<file path="config.mk">
export PLATFORM = sky130hd
export DESIGN_NAME = dual_reload_timer
export DESIGN_NICKNAME = d
export VERILOG_FILES = /design/src/rtl/dual_timer_pkg.sv /design/src/rtl/tmr_ctrl_decode.sv /design/src/rtl/tmr_prescaler.sv /design/src/rtl/tmr_channel.sv /design/src/rtl/dual_reload_timer.sv
export SDC_FILE = /design/constraint.sdc
export NUM_CORES = 1
export LEC_CHECK = 0
export BUFFER_PORTS_ARGS = -buffer_cell sky130_fd_sc_hd__buf_2
export CORE_UTILIZATION = 55
export CTS_BUF_LIST = sky130_fd_sc_hd__clkbuf_16
export CTS_CLUSTER_SIZE = 10
export DETAILED_ROUTE_END_ITERATION = 6
export PLACE_DENSITY = 0.87
export RECOVER_POWER = 25
export SLEW_MARGIN = 20
export SYNTH_ARGS = -nofsm -noshare
export SYNTH_HDL_FRONTEND = slang
export SYNTH_SLANG_ARGS = --single-unit
</file>
<file path="constraint.sdc">
create_clock -name clk -period 3.1 [get_ports clk]
set_input_delay 0.93 -clock clk [delete_from_list [all_inputs] [get_ports clk]]
set_output_delay 0.93 -clock clk [all_outputs]
set_load 0.01 [all_outputs]
</file>
<file path="src/rtl/dual_timer_pkg.sv">
package dual_timer_pkg;

   localparam int TMR_ADDR_W = 3;

   typedef enum logic [TMR_ADDR_W-1:0] {
      ADR_RTC_CNT = 3'd0,
      ADR_RTC_PRE = 3'd1,
      ADR_GPT_CNT = 3'd2,
      ADR_GPT_PRE = 3'd3,
      ADR_CTRL    = 3'd4
   } tmr_addr_e;

   // control word field positions; the two timers decode disjoint nibbles
   localparam int RTC_CTRL_LSB = 8;
   localparam int GPT_CTRL_LSB = 0;
   localparam logic [31:0] CTRL_LEGAL_MASK = 32'h0000_0F0F;

   typedef struct packed {
      logic wr;       // control word written this cycle
      logic cont;     // continuous reload
      logic load;     // copy reload into counter
      logic en;       // requested run state
      logic en_upd;   // run state is to take en
   } tmr_cmd_t;

endpackage

</file>
<file path="src/rtl/tmr_ctrl_decode.sv">
module tmr_ctrl_decode
   import dual_timer_pkg::*;
#(
   parameter bit GATED = 1'b1
) (
   input  logic           wr_i,
   input  logic [3:0]     field_i,
   output tmr_cmd_t       cmd_o
);

   assign cmd_o.wr   = wr_i;
   assign cmd_o.cont = field_i[0];
   assign cmd_o.load = field_i[1];
   assign cmd_o.en   = field_i[2];

   generate
      if (GATED) begin : g_gated
         assign cmd_o.en_upd = field_i[3];
      end else begin : g_direct
         logic unused_gate;
         assign unused_gate  = field_i[3];
         assign cmd_o.en_upd = 1'b1;
      end
   endgenerate

endmodule

</file>
<file path="src/rtl/tmr_prescaler.sv">
module tmr_prescaler #(
   parameter int PRE_W = 8
) (
   input  logic             clk,
   input  logic             rst_n,
   input  logic             run_i,
   input  logic             start_i,
   input  logic             set_wr_i,
   input  logic [PRE_W-1:0] set_val_i,
   output logic             tick_o,
   output logic [PRE_W-1:0] remain_o
);

   localparam logic [PRE_W-1:0] PRE_ZERO = '0;
   localparam logic [PRE_W-1:0] PRE_ONE  = PRE_W'(1);

   logic [PRE_W-1:0] set_q;
   logic [PRE_W-1:0] left_q;

   generate
      if (PRE_W < 1) begin : g_bad_w
         $error("tmr_prescaler: PRE_W must be at least 1");
      end
   endgenerate

   always_ff @(posedge clk or negedge rst_n) begin
      if (!rst_n) begin
         set_q <= PRE_ZERO;
      end else if (set_wr_i) begin
         set_q <= set_val_i;
      end
   end

   always_ff @(posedge clk or negedge rst_n) begin
      if (!rst_n) begin
         left_q <= PRE_ZERO;
      end else if (start_i) begin
         left_q <= set_q;
      end else if (run_i) begin
         if (left_q == PRE_ZERO) begin
            left_q <= set_q;
         end else begin
            left_q <= left_q - PRE_ONE;
         end
      end
   end

   assign tick_o   = run_i && (left_q == PRE_ZERO);
   assign remain_o = run_i ? left_q : set_q;

   AST_PRE_STEPS_DOWN: assert property (@(posedge clk) disable iff (!rst_n)
      (run_i && !start_i && left_q != PRE_ZERO) |=> (left_q == $past(left_q) - PRE_ONE));

   AST_START_FRESH: assert property (@(posedge clk) disable iff (!rst_n)
      (start_i && !set_wr_i) |=> (left_q == set_q));

endmodule

</file>
<file path="src/rtl/tmr_channel.sv">
module tmr_channel
   import dual_timer_pkg::*;
#(
   parameter int CNT_W  = 32,
   parameter int PRE_W  = 8,
   parameter int DATA_W = 32
) (
   input  logic              clk,
   input  logic              rst_n,
   input  logic              reload_wr_i,
   input  logic              pre_wr_i,
   input  logic [DATA_W-1:0] wdata_i,
   input  tmr_cmd_t          cmd_i,
   output logic [CNT_W-1:0]  cnt_o,
   output logic [PRE_W-1:0]  pre_rd_o,
   output logic              irq_o,
   output logic              pre_err_o
);

   localparam logic [CNT_W-1:0] CNT_ONES = '1;
   localparam logic [CNT_W-1:0] CNT_ZERO = '0;
   localparam logic [CNT_W-1:0] CNT_ONE  = CNT_W'(1);

   logic [CNT_W-1:0] cnt_q;
   logic [CNT_W-1:0] reload_q;
   logic             run_q;
   logic             cont_q;
   logic             irq_q;
   logic             tick;
   logic             start;
   logic             expire;
   logic             load_now;

   generate
      if (CNT_W > DATA_W || PRE_W >= DATA_W) begin : g_bad_w
         $error("tmr_channel: CNT_W and PRE_W must fit in DATA_W");
      end
   endgenerate

   assign load_now  = cmd_i.wr && cmd_i.load;
   assign start     = cmd_i.wr && cmd_i.en_upd && cmd_i.en && !run_q;
   assign expire    = tick && (cnt_q == CNT_ZERO);
   assign pre_err_o = pre_wr_i && (|wdata_i[DATA_W-1:PRE_W]);

   tmr_prescaler #(.PRE_W(PRE_W)) presc_i (
      .clk       (clk),
      .rst_n     (rst_n),
      .run_i     (run_q),
      .start_i   (start),
      .set_wr_i  (pre_wr_i),
      .set_val_i (wdata_i[PRE_W-1:0]),
      .tick_o    (tick),
      .remain_o  (pre_rd_o)
   );

   always_ff @(posedge clk or negedge rst_n) begin
      if (!rst_n) begin
         reload_q <= CNT_ONES;
      end else if (reload_wr_i) begin
         reload_q <= wdata_i[CNT_W-1:0];
      end
   end

   always_ff @(posedge clk or negedge rst_n) begin
      if (!rst_n) begin
         cont_q <= 1'b0;
      end else if (cmd_i.wr) begin
         cont_q <= cmd_i.cont;
      end
   end

   always_ff @(posedge clk or negedge rst_n) begin
      if (!rst_n) begin
         run_q <= 1'b0;
      end else if (cmd_i.wr && cmd_i.en_upd) begin
         run_q <= cmd_i.en;
      end else if (expire && !cont_q) begin
         run_q <= 1'b0;
      end
   end

   always_ff @(posedge clk or negedge rst_n) begin
      if (!rst_n) begin
         cnt_q <= CNT_ONES;
      end else if (load_now) begin
         cnt_q <= reload_q;
      end else if (tick) begin
         if (expire) begin
            cnt_q <= cont_q ? reload_q : CNT_ZERO;
         end else begin
            cnt_q <= cnt_q - CNT_ONE;
         end
      end
   end

   always_ff @(posedge clk or negedge rst_n) begin
      if (!rst_n) begin
         irq_q <= 1'b0;
      end else begin
         irq_q <= expire;
      end
   end

   assign cnt_o = cnt_q;
   assign irq_o = irq_q;

   AST_LOAD_WINS: assert property (@(posedge clk) disable iff (!rst_n)
      load_now |=> (cnt_q == $past(reload_q)));

   AST_STOPPED_HOLDS: assert property (@(posedge clk) disable iff (!rst_n)
      (!run_q && !load_now) |=> (cnt_q == $past(cnt_q)));

   AST_STEP_ONE: assert property (@(posedge clk) disable iff (!rst_n)
      (run_q && !load_now && cnt_q != CNT_ZERO) |=>
      (cnt_q == $past(cnt_q) || cnt_q == $past(cnt_q) - CNT_ONE));

   AST_IRQ_AT_ZERO: assert property (@(posedge clk) disable iff (!rst_n)
      irq_q |-> ($past(cnt_q) == CNT_ZERO && $past(run_q)));

   AST_ONESHOT_STOPS: assert property (@(posedge clk) disable iff (!rst_n)
      (irq_q && !$past(cont_q) && !$past(cmd_i.wr)) |-> !run_q);

endmodule

</file>
<file path="src/rtl/dual_reload_timer.sv">
module dual_reload_timer
   import dual_timer_pkg::*;
#(
   parameter int DATA_W    = 32,
   parameter int CNT_W     = 32,
   parameter int RTC_PRE_W = 8,
   parameter int GPT_PRE_W = 16
) (
   input  logic                  clk,
   input  logic                  rst_n,
   input  logic                  bus_wr,
   input  logic [TMR_ADDR_W-1:0] bus_addr,
   input  logic [DATA_W-1:0]     bus_wdata,
   output logic [DATA_W-1:0]     bus_rdata,
   output logic                  irq_rtc,
   output logic                  irq_gpt,
   output logic                  hw_err
);

   localparam logic [DATA_W-1:0] LEGAL = DATA_W'(CTRL_LEGAL_MASK);

   generate
      if (DATA_W < 12) begin : g_bad_data
         $error("dual_reload_timer: DATA_W must hold the control word");
      end
   endgenerate

   logic ctrl_wr;
   logic rtc_rel_wr;
   logic rtc_pre_wr;
   logic gpt_rel_wr;
   logic gpt_pre_wr;
   logic ctrl_err;
   logic rtc_pre_err;
   logic gpt_pre_err;
   logic err_q;

   tmr_cmd_t rtc_cmd;
   tmr_cmd_t gpt_cmd;

   logic [CNT_W-1:0]     rtc_cnt;
   logic [CNT_W-1:0]     gpt_cnt;
   logic [RTC_PRE_W-1:0] rtc_pre;
   logic [GPT_PRE_W-1:0] gpt_pre;

   assign ctrl_wr    = bus_wr && (bus_addr == ADR_CTRL);
   assign rtc_rel_wr = bus_wr && (bus_addr == ADR_RTC_CNT);
   assign rtc_pre_wr = bus_wr && (bus_addr == ADR_RTC_PRE);
   assign gpt_rel_wr = bus_wr && (bus_addr == ADR_GPT_CNT);
   assign gpt_pre_wr = bus_wr && (bus_addr == ADR_GPT_PRE);
   assign ctrl_err   = ctrl_wr && (|(bus_wdata & ~LEGAL));

   tmr_ctrl_decode #(.GATED(1'b1)) rtc_dec_i (
      .wr_i    (ctrl_wr),
      .field_i (bus_wdata[RTC_CTRL_LSB +: 4]),
      .cmd_o   (rtc_cmd)
   );

   tmr_ctrl_decode #(.GATED(1'b0)) gpt_dec_i (
      .wr_i    (ctrl_wr),
      .field_i (bus_wdata[GPT_CTRL_LSB +: 4]),
      .cmd_o   (gpt_cmd)
   );

   tmr_channel #(.CNT_W(CNT_W), .PRE_W(RTC_PRE_W), .DATA_W(DATA_W)) rtc_i (
      .clk         (clk),
      .rst_n       (rst_n),
      .reload_wr_i (rtc_rel_wr),
      .pre_wr_i    (rtc_pre_wr),
      .wdata_i     (bus_wdata),
      .cmd_i       (rtc_cmd),
      .cnt_o       (rtc_cnt),
      .pre_rd_o    (rtc_pre),
      .irq_o       (irq_rtc),
      .pre_err_o   (rtc_pre_err)
   );

   tmr_channel #(.CNT_W(CNT_W), .PRE_W(GPT_PRE_W), .DATA_W(DATA_W)) gpt_i (
      .clk         (clk),
      .rst_n       (rst_n),
      .reload_wr_i (gpt_rel_wr),
      .pre_wr_i    (gpt_pre_wr),
      .wdata_i     (bus_wdata),
      .cmd_i       (gpt_cmd),
      .cnt_o       (gpt_cnt),
      .pre_rd_o    (gpt_pre),
      .irq_o       (irq_gpt),
      .pre_err_o   (gpt_pre_err)
   );

   always_ff @(posedge clk or negedge rst_n) begin
      if (!rst_n) begin
         err_q <= 1'b0;
      end else begin
         err_q <= ctrl_err || rtc_pre_err || gpt_pre_err;
      end
   end

   assign hw_err = err_q;

   always_comb begin
      case (bus_addr)
         ADR_RTC_CNT: bus_rdata = DATA_W'(rtc_cnt);
         ADR_RTC_PRE: bus_rdata = DATA_W'(rtc_pre);
         ADR_GPT_CNT: bus_rdata = DATA_W'(gpt_cnt);
         ADR_GPT_PRE: bus_rdata = DATA_W'(gpt_pre);
         default:     bus_rdata = '0;
      endcase
   end

   AST_ERR_NEEDS_WRITE: assert property (@(posedge clk) disable iff (!rst_n)
      hw_err |-> $past(bus_wr));

   AST_ERR_ONE_CYCLE: assert property (@(posedge clk) disable iff (!rst_n)
      (hw_err && !$past(bus_wr, 1) ) |-> 1'b0);

endmodule

</file>
======== Yosys cells after proc, flatten, opt, wreduce, memory -nomap -nowiden ========
Index checks and enable logic that the tools add are counted.
cells by class
  add/subtract/negate cells ............... 4
  equality and inequality tests ........... 4
  muxes and demuxes ....................... 21
  reduce and logical (&&, ||, !) cells .... 41
operators with widths
  kind                     count
  $mux W32                 8
  $pmux W32 S4             1
  $logic_not A32 Y1        2
  $mux W16                 4
  $sub A32 B1 Y32 const B  2
  $reduce_or A24 Y1        2
  $mux W8                  4
  $logic_and A1 B1 Y1      21
  $logic_not A16 Y1        1
  $reduce_or A16 Y1        1
  $sub A16 B1 Y16 const B  1
  $reduce_bool A2 Y1       6
  $logic_not A8 Y1         1
  $sub A8 B1 Y8 const B    1
  $eq A3 B2 Y1 const B     2
  $logic_not A1 Y1         4
  $mux W1                  4
  $eq A3 B1 Y1 const B     1
  $eq A3 B3 Y1 const B     1
  $logic_not A3 Y1         1
  $logic_or A1 B1 Y1       2
word-level totals
  register bits after elaboration ......... 183
  input bits .............................. 38
  output and inout port bits .............. 35
  word-level logic and storage cells ...... 85

======== Longest topological paths before layout ========
  depth after elaboration ................. 6
  mapped depth ............................ 11
  gate-level depth less buffers ........... 10

======== Modules after synthesis ========
From an unflattened synthesis, not the netlist that was laid out.
unflattened totals
  cell total of the unflattened synthesis .. 1047
  area, all modules ....................... 10941.7 sq um
by module, submodules not included
  module                          instances  cells each  area each (sq um)  seq. area each (sq um)
  tmr_channel at rtc_i            1          327         3627.2             1756.7
  tmr_channel at gpt_i            1          328         3515.9             1756.7
  tmr_prescaler at gpt_i.presc_i  1          186         1911.8             800.8
  tmr_prescaler at rtc_i.presc_i  1          103         965.9              400.4
  dual_reload_timer               1          92          842.1              25.0
  tmr_ctrl_decode at gpt_dec_i    1          6           41.3               0.0
  tmr_ctrl_decode at rtc_dec_i    1          5           37.5               0.0

======== Worst setup path after synthesis ========
No wires, ideal clock.
  path kind ............................... input -> output
  start point ............................. in bus_addr[1]
  end point ............................... out bus_rdata[1]
  arrival ................................. 2.233 ns
  data required time ...................... 2.170 ns
  path slack .............................. -0.063 ns
  cell stages on the path ................. 4
  path buffers ............................ 2
  path through ............................ buf_1 > buf_1 > mux4_2 > nor2_1
on the way
  longest elaborated chain between the ends .. 2
  elaborated cells between the ends (all ways) .. 5
  those cells by class .................... eq/ne (3); mux (1); reduce/logical (1)
RTL lines
  element                               line                      source
  from (decl)                           dual_reload_timer.sv:12   input logic [TMR_ADDR_W-1:0] bus_addr,
  $eq A3 B2 Y1 (tied with other cells)  dual_reload_timer.sv:102  case (bus_addr)
  $pmux W32 S4 *                        dual_reload_timer.sv:102
  to (decl)                             dual_reload_timer.sv:14   output logic [DATA_W-1:0] bus_rdata,
Every way passes the cells marked *; elsewhere a longest branch is shown, timed or not.

======== Worst setup path in the final report ========
  start point ............................. reg gpt_i.presc_i.left_q[0]
  end point ............................... reg gpt_i.cnt_q[18], in the netlist gpt_i.cnt_o[18]
on the way
  longest elaborated chain between the ends .. 6
  elaborated cells between the ends (all ways) .. 7
  those cells by class .................... mux (3); reduce/logical (4)
RTL lines
  element                 line                 source
  from (decl)             tmr_prescaler.sv:18  logic [PRE_W-1:0] left_q;
  from (signal assigned)  tmr_prescaler.sv:38  left_q <= set_q;
  from (signal assigned)  tmr_prescaler.sv:41  left_q <= set_q;
  from (signal assigned)  tmr_prescaler.sv:43  left_q <= left_q - PRE_ONE;
  $logic_not A16 Y1 *     tmr_prescaler.sv:48  assign tick_o = run_i && (left_q == PRE_ZERO);
  $logic_and A1 B1 Y1 *   tmr_prescaler.sv:48
  $logic_and A1 B1 Y1     tmr_channel.sv:42    assign expire = tick && (cnt_q == CNT_ZERO);
  $mux W32                tmr_channel.sv:88    if (expire) begin
  $mux W32                tmr_channel.sv:87    end else if (tick) begin
  $mux W32                tmr_channel.sv:85    end else if (load_now) begin
  to (signal assigned)    tmr_channel.sv:86    cnt_q <= reload_q;
  to (signal assigned)    tmr_channel.sv:89    cnt_q <= cont_q ? reload_q : CNT_ZERO;
  to (signal assigned)    tmr_channel.sv:91    cnt_q <= cnt_q - CNT_ONE;
  to (decl)               tmr_channel.sv:24    logic [CNT_W-1:0] cnt_q;
Every way passes the cells marked *; elsewhere a longest branch is shown, timed or not. The select of a mux whose other input is x is not followed.
A chain may end at the register's enable or synchronous reset.

==> reports/metrics.csv <==
stage,metric,value,unit
logic_synthesis,most area-hungry cell type in the Yosys netlist,dfstp_2,
global_route,first-pass GRT wire length,49500,µm
clock_network,hold_buf cts,0,
finish,final core occ,64.2,%
worst_setup_path,CP Data Arrival Time,3.30,ns
die,FP Rows,49,
worst_setup_path,Crit. End Element,flip-flop,
logic_synthesis,synth warn,0,
worst_setup_path,worst setup path class,reg2reg,
clock_network,clock transition at the registers of the reported paths,0.07,ns
finish,Layout area overhead,13.8,%
clock_network,worst skew pair latency,0.44,ns
clock_network,CTS buffer count,17,
die,Ports,73,
logic_synthesis,Area contributors post-synth,"dfstp_2 33%, dfrtp_1 13%, mux2_2 9.2%",
sta,Slew @ Worst Pin,1.47,ns
logic_synthesis,Synth top area share,33.0,%
logic_synthesis,Cell variety after synth,77,
detailed_routing,antenna-violating nets left,0,
finish,share of layout cells above drive strength 1,35.2,%
power_and_ir_drop,Overall Power,8.76,mW
logic_synthesis,cell count after synthesis,1010,
worst_hold_path,HP Class,reg2reg,
sta,setup ws final,0.104,ns
logic_synthesis,Post-synth EDFFs,0,
detailed_routing,drt total wl,31400,µm
placement,PortBufs,72,
worst_setup_path,critical path launch point type,flip-flop,
sta,RSZ-0062 raised after global routing,no,
logic_synthesis,dominant synthesized flop cell,dfstp_2,
power_and_ir_drop,Lkg Pwr,4.59,nW
sta,Max Fclk,0.334,GHz
global_route,vias in the first global route,8775,
sta,"Slew Viols, Final",0,
logic_synthesis,syn avg cell area,10.1,µm²
logic_synthesis,Post-Syn Area,10200,µm²
detailed_routing,Vias,9301,
logic_synthesis,number of synthesized register bits,183,
worst_setup_path,CP startpoint,gpt_i.presc_i.left_q[0]$_DFFE_PN0P_,
placement,Place WS,0.105,ns
logic_synthesis,Synth Net Count,1053,
die,core area,18100,µm²
logic_synthesis,ys async rst share,100,%
global_route,Global Route Usage Sum,33.5,%
detailed_routing,drt initial violations,1268,
finish,NumNets Final,1146,
worst_hold_path,hold endpoint,gpt_i.cnt_o[3]$_DFFE_PN1P_,
finish,Sequential Area,4740,µm²
sta,endpoints failing hold,0,
placement,dpl hpwl,22200,µm
finish,ANT cells,0,
clock_network,CTS Sinks,183,
finish,Filler cells,1393,
flow_run,max cap viols,0,
outcome,status,"complete, but fails checks",
sta,fin crit share,96.6,%
detailed_routing,Vias/cell,6.92,
die,Die H,138,µm
sta,final setup violation count,0,
detailed_routing,residual DRC count,8,
worst_setup_path,crit path max fanout,13,
worst_setup_path,cells on worst reg2reg path,9,
die,Initial Utilization,56.4,%
power_and_ir_drop,worst vdd ir,0.361,mV
sta,fin crit period,3.00,ns
clock_network,post-cts gate resize count,0,
sta,Slew headroom,1.80,%
die,Die ar.,19100,µm²
detailed_routing,routed len/inst,23.3,µm
clock_network,CTS Buffer Depth,2,
global_route,largest net degree at the start of global routing,58,
logic_synthesis,commonest cells in the netlist,"128 x dfstp_2, 97 x nand2_1, 88 x nor2_1",
outcome,failing checks,DRC,
global_route,antenna violations before repair,0,
worst_hold_path,HP Start,gpt_i.reload_q[3]$_DFFE_PN1P_,
global_route,GRT Residual Overflow,0,
sta,worst setup skew after layout,0.0128,ns
clock_network,H-tree levels,4,
worst_setup_path,worst r2r dst,gpt_i.cnt_o[18]$_DFFE_PN1P_,
clock_network,clk root buf,clkbuf_16,
clock_network,CTS tree,built,
worst_setup_path,reg2reg setup slack,0.10,ns
sta,setup_tns,0,ns
worst_setup_path,RR Startpoint,gpt_i.presc_i.left_q[0]$_DFFE_PN0P_,
logic_synthesis,sequential share of the synthesized area,46.5,%
detailed_routing,DR pass1 iterations,7,
sta,hold_ws,0.479,ns
finish,area taken by multi-input logic gates,5180,µm²
logic_synthesis,most common cell in the netlist,dfstp_2,
clock_network,Post-CTS Setup Inserts,0,
die,Die X,138,µm
placement,placer's final routability congestion estimate,0.995,
power_and_ir_drop,cell area power density,754,nW/µm²
worst_setup_path,Crit path required time,3.41,ns
worst_hold_path,hold path depth,2,
where the power goes:
part	total (mW)	switching (mW)	internal, mW
Sequential	4.33	0.937	3.40
Clock	2.09	0.953	1.14
Combinational	2.33	1.27	1.05
Total	8.76	3.16	5.59
cell families after synthesis:
| family | synth area share, % |
|---|---|
| XOR/XNOR | 0.515 |
| flip-flops | 46.5 |
| buffers and inverters | 2.92 |
| adder cells (fa/ha/maj) | 0.613 |
| AO/OA/AOI/OAI | 16.9 |
| AND/OR/NAND/NOR | 18.3 |
| multiplexers | 14.3 |
registers in the layout (all words and copies together) (netlist names):
register / flops
rtc_i.presc_i.set_q: 8
rtc_i.reload_q: 32
rtc_i.cnt_o: 32
rtc_i.irq_o: 1
gpt_i.presc_i.left_q: 16
rtc_i.run_q: 1
rtc_i.presc_i.left_q: 8
rtc_i.cont_q: 1
gpt_i.presc_i.set_q: 16
gpt_i.irq_o: 1
gpt_i.reload_q: 32
gpt_i.cnt_o: 32
gpt_i.run_q: 1
hw_err: 1
gpt_i.cont_q: 1
routing by layer:
layer  routed length, µm  vias to the layer above  GRT usage, %  share of wire, %
met4                1610                        0          16.7               5.1
li1                    -                     4006             -                 -
met2               14400                      646          52.0                46
met1               12200                     4484          45.0                39
met5                   0                        -             0                 0
met3                3210                      165          6.79                10
critical path: stages (launching register included):
cell and delay [ns]:
dfrtp_1 0.41, inv_1 0.14, ha_1 0.17, nor4b_1 0.58
and4_2 0.38, nand3_1 0.12, o21ai_2 0.58, buf_4 0.28
nand2_1 0.07, o311ai_0 0.13
final cells by class:
type | count | share of cell area [%]
inverter | 15 | 0.485
timing repair buffer | 126 | 6.79
clock inverter | 14 | 0.938
multi-input combinational | 760 | 44.6
clock buffer | 18 | 3.88
tap | 229 | 2.47
sequential | 183 | 40.8
placed cells by master, fill, tap and decap left out, types with 7 or more instances in the layout:
| cell type | n |
|---|---|
| a211oi_1 | 11 |
| a21oi_1 | 56 |
| a221o_1 | 11 |
| a22o_1 | 23 |
| a31oi_1 | 10 |
| buf_2 | 71 |
| buf_4 | 51 |
| clkbuf_16 | 18 |
| dfrtp_1 | 55 |
| dfstp_2 | 128 |
| inv_1 | 15 |
| mux2_1 | 8 |
| mux2_2 | 83 |
| mux2i_1 | 39 |
| nand2_1 | 96 |
| nand2b_1 | 7 |
| nand3_1 | 29 |
| nand4_1 | 8 |
| nor2_1 | 88 |
| nor3_1 | 43 |
| nor4_1 | 24 |
| o211ai_1 | 17 |
| o21ai_0 | 52 |
| o22a_1 | 9 |
| o311ai_0 | 13 |
| or3_1 | 16 |
through the flow:
stage | instance area, µm² | instances
floorplan | 10200 | 1010
global placement | 11100 | 1313
detailed placement | 11100 | 1313
CTS | 11600 | 1345
global route | 11600 | 1345
finish | 11600 | 1345
worst max path at each step:
stage | to | slack [ns] | cells past startpoint
6_report | gpt_i.cnt_o[18]$_DFFE_PN1P_ | 0.10 | 9
5_1_grt | gpt_i.cnt_o[18]$_DFFE_PN1P_ | 0.02 | 9
4_1_cts | bus_rdata[9] | 0.1 | 5
3_5_place_dp | bus_rdata[9] | 0.10 | 5
3_3_place_gp | bus_rdata[9] | 0.16 | 5
2_1_floorplan | bus_rdata[16] | 0.05 | 4
Note: power is estimated with default switching activity, not from simulation.
